File: config.mk
export PLATFORM = sky130hd
export DESIGN_NAME = aes_enc_core
export DESIGN_NICKNAME = d
export VERILOG_FILES = /design/src/rtl/aes_enc_pkg.sv /design/src/rtl/aes_enc_seq.sv /design/src/rtl/aes_enc_subst.sv /design/src/rtl/aes_enc_round.sv /design/src/rtl/aes_enc_core.sv
export SDC_FILE = /design/constraint.sdc
export NUM_CORES = 1
export LEC_CHECK = 0
export ABC_AREA = 0
export ABC_CLOCK_PERIOD_IN_PS = 5000
export BUFFER_PORTS_ARGS = -buffer_cell sky130_fd_sc_hd__buf_4
export CORE_UTILIZATION = 45
export DETAILED_ROUTE_END_ITERATION = 10
export PLACE_DENSITY_LB_ADDON = 0.05
export SETUP_SLACK_MARGIN = 0.05
export SLEW_MARGIN = 20
export SYNTH_ARGS = -nofsm -noshare
export SYNTH_HDL_FRONTEND = slang
export SYNTH_SLANG_ARGS = --single-unit
File: constraint.sdc
create_clock -name clk -period 5 [get_ports clk]
set_input_delay 0.5 -clock clk [delete_from_list [all_inputs] [get_ports clk]]
set_output_delay 0.5 -clock clk [all_outputs]
set_load 0.05 [all_outputs]
File: src/rtl/aes_enc_pkg.sv
package aes_enc_pkg;

  localparam int BLK_W   = 128;
  localparam int WORD_W  = 32;
  localparam int N_WORDS = BLK_W / WORD_W;

  typedef enum logic [2:0] {
    ST_IDLE,
    ST_INIT,
    ST_SUB,
    ST_MIX,
    ST_LAST
  } ctl_state_e;

  typedef enum logic [1:0] {
    UPD_NONE,
    UPD_KEY,
    UPD_FULL,
    UPD_LAST
  } upd_kind_e;

  // multiply a field element by x modulo x^8+x^4+x^3+x+1
  function automatic logic [7:0] gf_dbl(input logic [7:0] a);
    gf_dbl = {a[6:0], 1'b0} ^ (a[7] ? 8'h1b : 8'h00);
  endfunction

  // column mixing of one 32-bit column, row 0 in the top byte
  function automatic logic [31:0] mix_one(input logic [31:0] w);
    logic [7:0] a0, a1, a2, a3;
    a0 = w[31:24];
    a1 = w[23:16];
    a2 = w[15:8];
    a3 = w[7:0];
    mix_one = {gf_dbl(a0) ^ gf_dbl(a1) ^ a1 ^ a2 ^ a3,
               a0 ^ gf_dbl(a1) ^ gf_dbl(a2) ^ a2 ^ a3,
               a0 ^ a1 ^ gf_dbl(a2) ^ gf_dbl(a3) ^ a3,
               gf_dbl(a0) ^ a0 ^ a1 ^ a2 ^ gf_dbl(a3)};
  endfunction

  // row r of column c takes row r of column (c+r) mod 4
  function automatic logic [BLK_W-1:0] shift_rows(input logic [BLK_W-1:0] s);
    logic [BLK_W-1:0] o;
    o = '0;
    for (int c = 0; c < N_WORDS; c++) begin
      for (int r = 0; r < 4; r++) begin
        o[BLK_W-1-WORD_W*c-8*r -: 8] =
          s[BLK_W-1-WORD_W*((c+r)%N_WORDS)-8*r -: 8];
      end
    end
    shift_rows = o;
  endfunction

  function automatic logic [BLK_W-1:0] mix_cols(input logic [BLK_W-1:0] s);
    logic [BLK_W-1:0] o;
    for (int c = 0; c < N_WORDS; c++) begin
      o[BLK_W-1-WORD_W*c -: WORD_W] = mix_one(s[BLK_W-1-WORD_W*c -: WORD_W]);
    end
    mix_cols = o;
  endfunction

endpackage

File: src/rtl/aes_enc_seq.sv
module aes_enc_seq
  import aes_enc_pkg::*;
#(
  parameter int R_SHORT = 10,
  parameter int R_LONG  = 14,
  parameter int RW      = 4,
  parameter int WCW     = 2
) (
  input  logic           clk,
  input  logic           rst_n,
  input  logic           start,
  input  logic           long_key,
  output logic [RW-1:0]  round_idx,
  output logic [WCW-1:0] word_idx,
  output upd_kind_e      upd,
  output logic           sub_en,
  output logic           load,
  output logic           ready
);

  localparam logic [RW-1:0]  NR_S     = RW'(R_SHORT);
  localparam logic [RW-1:0]  NR_L     = RW'(R_LONG);
  localparam logic [WCW-1:0] LAST_WRD = {WCW{1'b1}};

  ctl_state_e     st_q;
  logic [RW-1:0]  round_q;
  logic [WCW-1:0] word_q;
  logic           rdy_q;
  logic           klen_q;

  // named internal events
  logic           start_ok;
  logic           last_word;
  logic           last_round;
  logic [RW-1:0]  nr_sel;

  assign nr_sel     = klen_q ? NR_L : NR_S;
  assign start_ok   = (st_q == ST_IDLE) && start;
  assign last_word  = (word_q == LAST_WRD);
  assign last_round = (round_q == nr_sel);

  always_ff @(posedge clk or negedge rst_n) begin
    if (!rst_n) begin
      st_q    <= ST_IDLE;
      round_q <= '0;
      word_q  <= '0;
      rdy_q   <= 1'b1;
      klen_q  <= 1'b0;
    end else begin
      case (st_q)
        ST_IDLE: begin
          if (start_ok) begin
            klen_q  <= long_key;
            round_q <= '0;
            word_q  <= '0;
            rdy_q   <= 1'b0;
            st_q    <= ST_INIT;
          end
        end
        ST_INIT: begin
          round_q <= RW'(1);
          word_q  <= '0;
          st_q    <= ST_SUB;
        end
        ST_SUB: begin
          word_q <= word_q + 1'b1;
          if (last_word) st_q <= last_round ? ST_LAST : ST_MIX;
        end
        ST_MIX: begin
          round_q <= round_q + 1'b1;
          st_q    <= ST_SUB;
        end
        ST_LAST: begin
          rdy_q <= 1'b1;
          st_q  <= ST_IDLE;
        end
        default: st_q <= ST_IDLE;
      endcase
    end
  end

  always_comb begin
    case (st_q)
      ST_INIT: upd = UPD_KEY;
      ST_MIX:  upd = UPD_FULL;
      ST_LAST: upd = UPD_LAST;
      default: upd = UPD_NONE;
    endcase
  end

  assign round_idx = round_q;
  assign word_idx  = word_q;
  assign sub_en    = (st_q == ST_SUB);
  assign load      = start_ok;
  assign ready     = rdy_q;

  // the round index stays within the selected key schedule
  a_r4_round_limit: assert property (@(posedge clk) disable iff (!rst_n)
    round_q <= nr_sel);

  // each full-round update advances the round index by one
  a_r5_round_step: assert property (@(posedge clk) disable iff (!rst_n)
    (st_q == ST_MIX) |=> (round_q == RW'($past(round_q) + 1'b1)));

  // ready falls on an accepted start and holds otherwise while idle
  a_r6_ready_drop: assert property (@(posedge clk) disable iff (!rst_n)
    (ready && start) |=> !ready);
  a_r6_ready_hold: assert property (@(posedge clk) disable iff (!rst_n)
    (ready && !start) |=> ready);

  // while busy the captured key size cannot change
  a_r9_klen_frozen: assert property (@(posedge clk) disable iff (!rst_n)
    !ready |=> $stable(klen_q));

  // substitution walks the words in ascending order
  a_r8_word_step: assert property (@(posedge clk) disable iff (!rst_n)
    (sub_en && !last_word) |=> (sub_en && word_q == WCW'($past(word_q) + 1'b1)));

endmodule

File: src/rtl/aes_enc_subst.sv
module aes_enc_subst #(
  parameter int WORDS = 4,
  parameter int WW    = 32,
  parameter int WCW   = 2
) (
  input  logic [WORDS*WW-1:0] state,
  input  logic [WCW-1:0]      sel,
  input  logic [WW-1:0]       sbox_in,
  output logic [WW-1:0]       sbox_out,
  output logic [WORDS*WW-1:0] state_sub
);

  logic [WW-1:0] words [WORDS];

  for (genvar i = 0; i < WORDS; i++) begin : g_word
    // word 0 sits in the most significant slot
    assign words[i] = state[(WORDS-1-i)*WW +: WW];
    assign state_sub[(WORDS-1-i)*WW +: WW] =
      (sel == WCW'(i)) ? sbox_in : words[i];
  end

  assign sbox_out = words[sel];

endmodule

File: src/rtl/aes_enc_round.sv
module aes_enc_round
  import aes_enc_pkg::*;
(
  input  logic [BLK_W-1:0] state,
  input  logic [BLK_W-1:0] rkey,
  input  upd_kind_e        kind,
  output logic [BLK_W-1:0] next_state
);

  logic [BLK_W-1:0] shifted;
  logic [BLK_W-1:0] mixed;

  assign shifted = shift_rows(state);
  assign mixed   = mix_cols(shifted);

  always_comb begin
    case (kind)
      UPD_KEY:  next_state = state ^ rkey;
      UPD_FULL: next_state = mixed ^ rkey;
      UPD_LAST: next_state = shifted ^ rkey;
      default:  next_state = state;
    endcase
  end

endmodule

File: src/rtl/aes_enc_core.sv
module aes_enc_core
  import aes_enc_pkg::*;
#(
  parameter int ROUNDS_128 = 10,
  parameter int ROUNDS_256 = 14,
  localparam int RIDX_W    = $clog2(ROUNDS_256 + 1),
  localparam int WSEL_W    = $clog2(N_WORDS)
) (
  input  logic              clk,
  input  logic              rst_n,
  input  logic              start,
  input  logic              long_key,
  output logic [RIDX_W-1:0] round_idx,
  input  logic [BLK_W-1:0]  round_key,
  output logic [WORD_W-1:0] sbox_out,
  input  logic [WORD_W-1:0] sbox_in,
  input  logic [BLK_W-1:0]  block_in,
  output logic [BLK_W-1:0]  block_out,
  output logic              ready
);

  logic [BLK_W-1:0]  state_q;
  logic [BLK_W-1:0]  state_sub;
  logic [BLK_W-1:0]  state_upd;
  logic [WSEL_W-1:0] word_idx;
  upd_kind_e         upd;
  logic              sub_en;
  logic              load;

  aes_enc_seq #(
    .R_SHORT (ROUNDS_128),
    .R_LONG  (ROUNDS_256),
    .RW      (RIDX_W),
    .WCW     (WSEL_W)
  ) u_seq (
    .clk       (clk),
    .rst_n     (rst_n),
    .start     (start),
    .long_key  (long_key),
    .round_idx (round_idx),
    .word_idx  (word_idx),
    .upd       (upd),
    .sub_en    (sub_en),
    .load      (load),
    .ready     (ready)
  );

  aes_enc_subst #(
    .WORDS (N_WORDS),
    .WW    (WORD_W),
    .WCW   (WSEL_W)
  ) u_subst (
    .state     (state_q),
    .sel       (word_idx),
    .sbox_in   (sbox_in),
    .sbox_out  (sbox_out),
    .state_sub (state_sub)
  );

  aes_enc_round u_round (
    .state      (state_q),
    .rkey       (round_key),
    .kind       (upd),
    .next_state (state_upd)
  );

  always_ff @(posedge clk or negedge rst_n) begin
    if (!rst_n)                state_q <= '0;
    else if (load)             state_q <= block_in;
    else if (sub_en)           state_q <= state_sub;
    else if (upd != UPD_NONE)  state_q <= state_upd;
  end

  assign block_out = state_q;

  // the result holds while idle and no start arrives
  a_r6_out_stable: assert property (@(posedge clk) disable iff (!rst_n)
    (ready && !start) |=> $stable(block_out));

  // a substitution cycle touches only the selected word
  for (genvar i = 0; i < N_WORDS; i++) begin : g_chk
    a_r8_word_untouched: assert property (@(posedge clk) disable iff (!rst_n)
      (sub_en && word_idx != WSEL_W'(i))
        |=> $stable(state_q[(N_WORDS-1-i)*WORD_W +: WORD_W]));
  end

endmodule

* After elaboration in Yosys (flattened, before gate mapping)
Cells that the tools add are included.
** Operators by class
- Order comparisons :: 1
- Bitwise logic cells :: 84
- Multiplexer cells :: 39
- Reductions and logical operators :: 19
- $add $sub $neg :: 2
- Eq/ne operators :: 17
** Operator list (count)
- $xor 8x8->8 :: 79
- $mux 128 :: 3
- $pmux 128 s3 :: 1
- $xor 128x128->128 :: 3
- $mux 32 :: 6
- $mux 5 :: 16
- $bmux 32 s2 :: 1
- $mux 3 :: 4
- $ne 3x1->1 const B :: 4
- $pmux 2 s3 :: 2
- $pmux 4 s3 :: 1
- $reduce_and 3->1 :: 4
- $reduce_and 2->1 :: 5
- $pmux 3 s3 :: 1
- $reduce_bool 3->1 :: 3
- $eq 2x2->1 const B :: 4
- $xor 8x5->8 :: 1
- $eq 3x2->1 const B :: 2
- $reduce_bool 5->1 :: 1
- $add 4x1->4 const B :: 1
- $eq 2x1->1 const B :: 2
- $eq 4x4->1 :: 1
- $mux 4 :: 1
- $reduce_bool 2->1 :: 2
- 14 further kinds :: 14
** Storage, ports and cells
- Input bits :: 292
- Output and inout bits :: 165
- Register bits :: 139

* Longest topological paths before layout
- Depth in word-level cells :: 11
- Gate-level depth with buffers :: 11
- Mapped depth without buffers :: 8

* By module
A second synthesis with hierarchy kept.
** Unflattened totals
- Cell total of the unflattened synthesis :: 2471
- Area total of the unflattened synthesis :: 21235.4 um^2
** By module, submodules not included
- aes_enc_round :: seq. area each 0.0 um^2, area an instance 10829.1 um^2, times used 1, cells each 1525
- aes_enc_core :: seq. area each 3203.1 um^2, area an instance 7384.6 um^2, times used 1, cells each 698
- aes_enc_subst :: seq. area each 0.0 um^2, area an instance 2391.0 um^2, times used 1, cells each 186
- aes_enc_seq :: seq. area each 276.5 um^2, area an instance 630.6 um^2, times used 1, cells each 62

* Worst setup path after synthesis
OpenSTA, ideal clock, no wires.
- Kind :: reg-to-reg
- Start point :: register u_seq.word_q[0], in the netlist u_seq.word_idx[0]
- End point :: register state_q[124], in the netlist block_out[124]
- Required time :: 4917 ps
- Period minus slack after synthesis :: 2481 ps
- Stages on the path, launching flop included :: 12
- Arrival time :: 2398 ps
- Path slack :: 2519 ps
- Cells stage by stage :: dfrtp_1 -> clkbuf_1 -> buf_2 -> inv_1 -> ha_1 -> a21oi_1 -> nor2_1 -> nor2_1 -> buf_2 -> clkbuf_1 -> nand2_1 -> o21ai_0
** Between the ends
- Cells in the longest elaborated chain, start to end :: 3
** Ends and longest elaborated chain
- from (decl) :: line aes_enc_seq.sv:27 : logic [WCW-1:0] word_q;
- from (signal assigned) :: line aes_enc_seq.sv:66 : word_q <= word_q + 1'b1;
- $logic_not 2->1 :: line aes_enc_subst.sv:19 : (sel == WCW'(i)) ? sbox_in : words[i];
- $ne 3x1->1 (no line)
- $reduce_and 3->1 (no line)
- to (signal assigned) :: line aes_enc_core.sv:69 : else if (load) state_q <= block_in;
- to (signal assigned) :: line aes_enc_core.sv:70 : else if (sub_en) state_q <= state_sub;
- to (signal assigned) :: line aes_enc_core.sv:71 : else if (upd != UPD_NONE) state_q <= state_upd;
- to (decl) :: line aes_enc_core.sv:22 : logic [BLK_W-1:0] state_q;
Every way passes these cells.
A chain may end at the register's enable or synchronous reset.

* Worst setup path in the final report
- Start point :: register u_seq.st_q[0]
- End point :: register state_q[120], in the netlist block_out[120]
** Between the ends
- Cells in the longest elaborated chain, start to end :: 7
** Ends and longest elaborated chain
- from (decl) :: line aes_enc_seq.sv:25 : ctl_state_e st_q;
- from (signal assigned) :: line aes_enc_seq.sv:67 : if (last_word) st_q <= last_round ? ST_LAST : ST_MIX;
- $eq 3x3->1, or another cell as far along :: line aes_enc_seq.sv:83 : case (st_q)
- $pmux 2 s3 :: line aes_enc_seq.sv:83
- $eq 2x2->1 / $eq 2x1->1 (equally long branches) :: line aes_enc_round.sv:17 : case (kind)
- $pmux 128 s3 :: line aes_enc_round.sv:17
- $mux 128 :: line aes_enc_core.sv:71
- $mux 128 :: line aes_enc_core.sv:70
- $mux 128 :: line aes_enc_core.sv:69
Parallel ways exist; a longest one is shown, timed or not. The select of a mux whose other input is x is not followed.

==> run metrics <==
status completed; most common flop cell mapped by yosys dfrtp_1; full die area roughly 42000 um2; Post-Syn Area about 19000 um2; largest net degree at the start of global routing around 110; RSZ-0062 raised after global routing no; H-Tree Depth 4; Synth cell types just over 70; skew final around 0.013 ns; initial antenna violation count 3; hold_buf cts 0; Net Count, Synth 2664; clock sinks approximately 140; Fin Setup TNS 0 ns; ANT nets after route 0; dpl hpwl 69500 um; Critical R2R Capture block_out[120]; vias per cell 6.67; Arrival @ worst endpoint 3.68 ns; nets@finish around 2900; via count approximately 21000; synth warn 0; DR iter-0 viols about 3000; Reg-to-Reg Start u_seq.st_q[0]; Initial Util 0.457; Crit. End Element register; CP Max Fanout 64; WS Path Type register to register; RePlAce Congestion roughly 1.0; fmax 304 MHz; Clock transition at path regs 0.07 ns; CTS tree done; async set or reset register ratio after synthesis 1.00; reg2reg setup slack 1.71 ns; cell count of the worst reg-to-reg path 5; Max Cap Viol 0; Slew @ Worst Pin around 1.2 ns; Core Area between 40000 and 50000 um2; post-synthesis register bit count 139; GRT overflow 0; final WL 96400 um; first-pass GRT wire length between 100000 and 150000 um; final setup violation count 0; Seq/Total Area, Yosys 0.186; TritonRoute pass-1 iters 6; Clk Tree Root Cell clkbuf_16; Rel. slew slack 0.216; Design Area, Final approximately 23000 um2; share of post-route cells with drive strength above 1 0.241; Tightest Hold Check Type primary input to asynchronous set/reset pin; startpoint types register; vias in the first global route about 19000; Min Hold Slack 0.0483 ns; cts bufs inserted 17; number of remaining DRC errors 0; part of the cycle the worst path needs 0.658; worst slack at placement ~1.9 ns; Mapped Cells 2366; final setup margin around 1.7 ns; Synth Area per Inst about 7.9 um2; Site Rows 74; port buffer count around 460; min cycle time layout approximately 3.3 ns; placed standard-cell area between 20000 and 25000 um2; post-CTS sizing 0; wire per inst just over 30 um; Die Y ~210 um; Post-CTS Setup Inserts 0; Die X 206 um; global-route usage over all layers 0.445; Area Growth Syn to Fin 20.3%; Final Max Slew Viols 0; Worst-Skew Late Latency between 0.4 and 0.5 ns; IO Count 457; clk buf depth 2; final hold violation count 0; Worst EP required 5.39 ns; Post-synth EDFFs 0
[worst max-delay path, stage by stage, from the launching register on]
cell and delay (ns):
dfrtp_2 0.94, inv_2 0.63, nand3_4 0.19, buf_4 0.66
o21ai_0 0.43, o21ai_0 0.27
[cells by family (layout without fill, tap and decap cells)]
group,Yosys count,after routing,share of synthesized area
XOR/XNOR,545,545,0.277
multiplexers,45,45,0.0455
AND/OR/NAND/NOR,453,453,0.125
buffers and inverters,309,552,0.0779
AO/OA/AOI/OAI,869,869,0.285
adder cells (fa/ha/maj),6,6,0.00401
flip-flops,139,139,0.186
other,0,1,0
[state kept, by name (all words and copies together) (netlist names)]
| register | count |
|---|---|
| block_out | 128 |
| u_seq.round_idx | 4 |
| u_seq.st_q | 3 |
| u_seq.word_idx | 2 |
| u_seq.klen_q | 1 |
| u_seq.ready | 1 |
[routing by layer]
layer / part of all wire / GRT usage
met2: 0.43 / 0.651
met4: 0.044 / 0.195
met3: 0.13 / 0.101
met1: 0.39 / 0.621
met5: 0.00012 / 0
[per-stage QoR]
step,std cells,util
after floorplan,2366,-
after global placement,3108,0.535
after detailed placement,3109,0.536
after CTS,3141,0.550
after global routing,3142,0.550
final,3142,0.550
[synth_stat cells (4+ instances only)]
master | number | area share
xnor2_1 | 420 | 0.20
o21ai_0 | 227 | 0.061
a21oi_1 | 187 | 0.050
nand2_1 | 171 | 0.034
buf_2 | 154 | 0.041
o22ai_1 | 141 | 0.047
dfrtp_1 | 138 | 0.18
clkbuf_1 | 121 | 0.024
xor2_1 | 89 | 0.042
nor2_1 | 77 | 0.015
o221ai_1 | 76 | 0.036
nand3b_1 | 59 | 0.024
o21ai_1 | 51 | 0.014
a31oi_1 | 40 | 0.013
a21o_1 | 34 | 0.014
mux4_2 | 32 | 0.039
nor3_1 | 28 | 0.0075
nor2b_1 | 24 | 0.0080
nand2b_1 | 23 | 0.0077
xnor3_1 | 21 | 0.025
a21boi_0 | 16 | 0.0064
or4b_1 | 16 | 0.0086
a22oi_1 | 15 | 0.0060
a311oi_1 | 15 | 0.0070
buf_4 | 14 | 0.0056
mux2i_1 | 13 | 0.0070
and2_1 | 12 | 0.0040
o2111ai_1 | 12 | 0.0056
and3_1 | 11 | 0.0037
nand3_1 | 11 | 0.0029
o31ai_1 | 11 | 0.0044
xnor2_2 | 11 | 0.0096
a221oi_1 | 10 | 0.0047
buf_6 | 7 | 0.0042
buf_1 | 6 | 0.0012
ha_1 | 6 | 0.0040
o221a_2 | 6 | 0.0036
inv_1 | 5 | 0.0010
o22a_1 | 4 | 0.0019
o41ai_1 | 4 | 0.0019
or2_2 | 4 | 0.0013
[final cells by class]
| type | instances | area (um2) |
|---|---|---|
| Fill cell | 3886 | 18400 |
| Multi-Input combinational cell | 1918 | 13900 |
| Timing Repair Buffer | 513 | 3890 |
| Sequential cell | 139 | 3490 |
| Tap cell | 532 | 666 |
| Clock buffer | 20 | 467 |
| Clock inverter | 12 | 121 |
| Inverter | 7 | 26.3 |
| Antenna cell | 1 | 2.50 |
[how the worst max path moves through the flow]
| stage | startpoint | endpoint | cells after the start |
|---|---|---|---|
| after floorplan | u_seq.word_idx[0] | block_out[124] | 11 |
| after global placement | start | block_out[78] | 6 |
| after detailed placement | u_seq.st_q[0] | block_out[76] | 4 |
| after CTS | u_seq.word_idx[0] | sbox_out[18] | 3 |
| after global routing | u_seq.st_q[0] | block_out[120] | 5 |
| final | u_seq.st_q[0] | block_out[120] | 5 |
[layout by cell type, fill, tap and decap left out, types with 16 or more instances in the layout]
cell | netlist | routed
o221ai_1 | 76 | 76
nand2_1 | 171 | 171
a21o_1 | 34 | 34
nor2b_1 | 24 | 22
a31oi_1 | 40 | 40
o22ai_1 | 141 | 141
nand2b_1 | 23 | 23
o21ai_1 | 51 | 53
xor2_1 | 89 | 89
or4b_1 | 16 | 16
dfrtp_1 | 138 | 133
o21ai_0 | 227 | 225
buf_4 | 14 | 510
xnor3_1 | 21 | 21
nand3b_1 | 59 | 59
mux4_2 | 32 | 32
xnor2_1 | 420 | 420
clkbuf_16 | 0 | 17
a21oi_1 | 187 | 187
a21boi_0 | 16 | 16
nor3_1 | 28 | 28
nor2_1 | 77 | 73
Power is left out: the tool's default activity adds up to more than one toggle a clock period on the data nets, which glitch-free logic cannot reach.
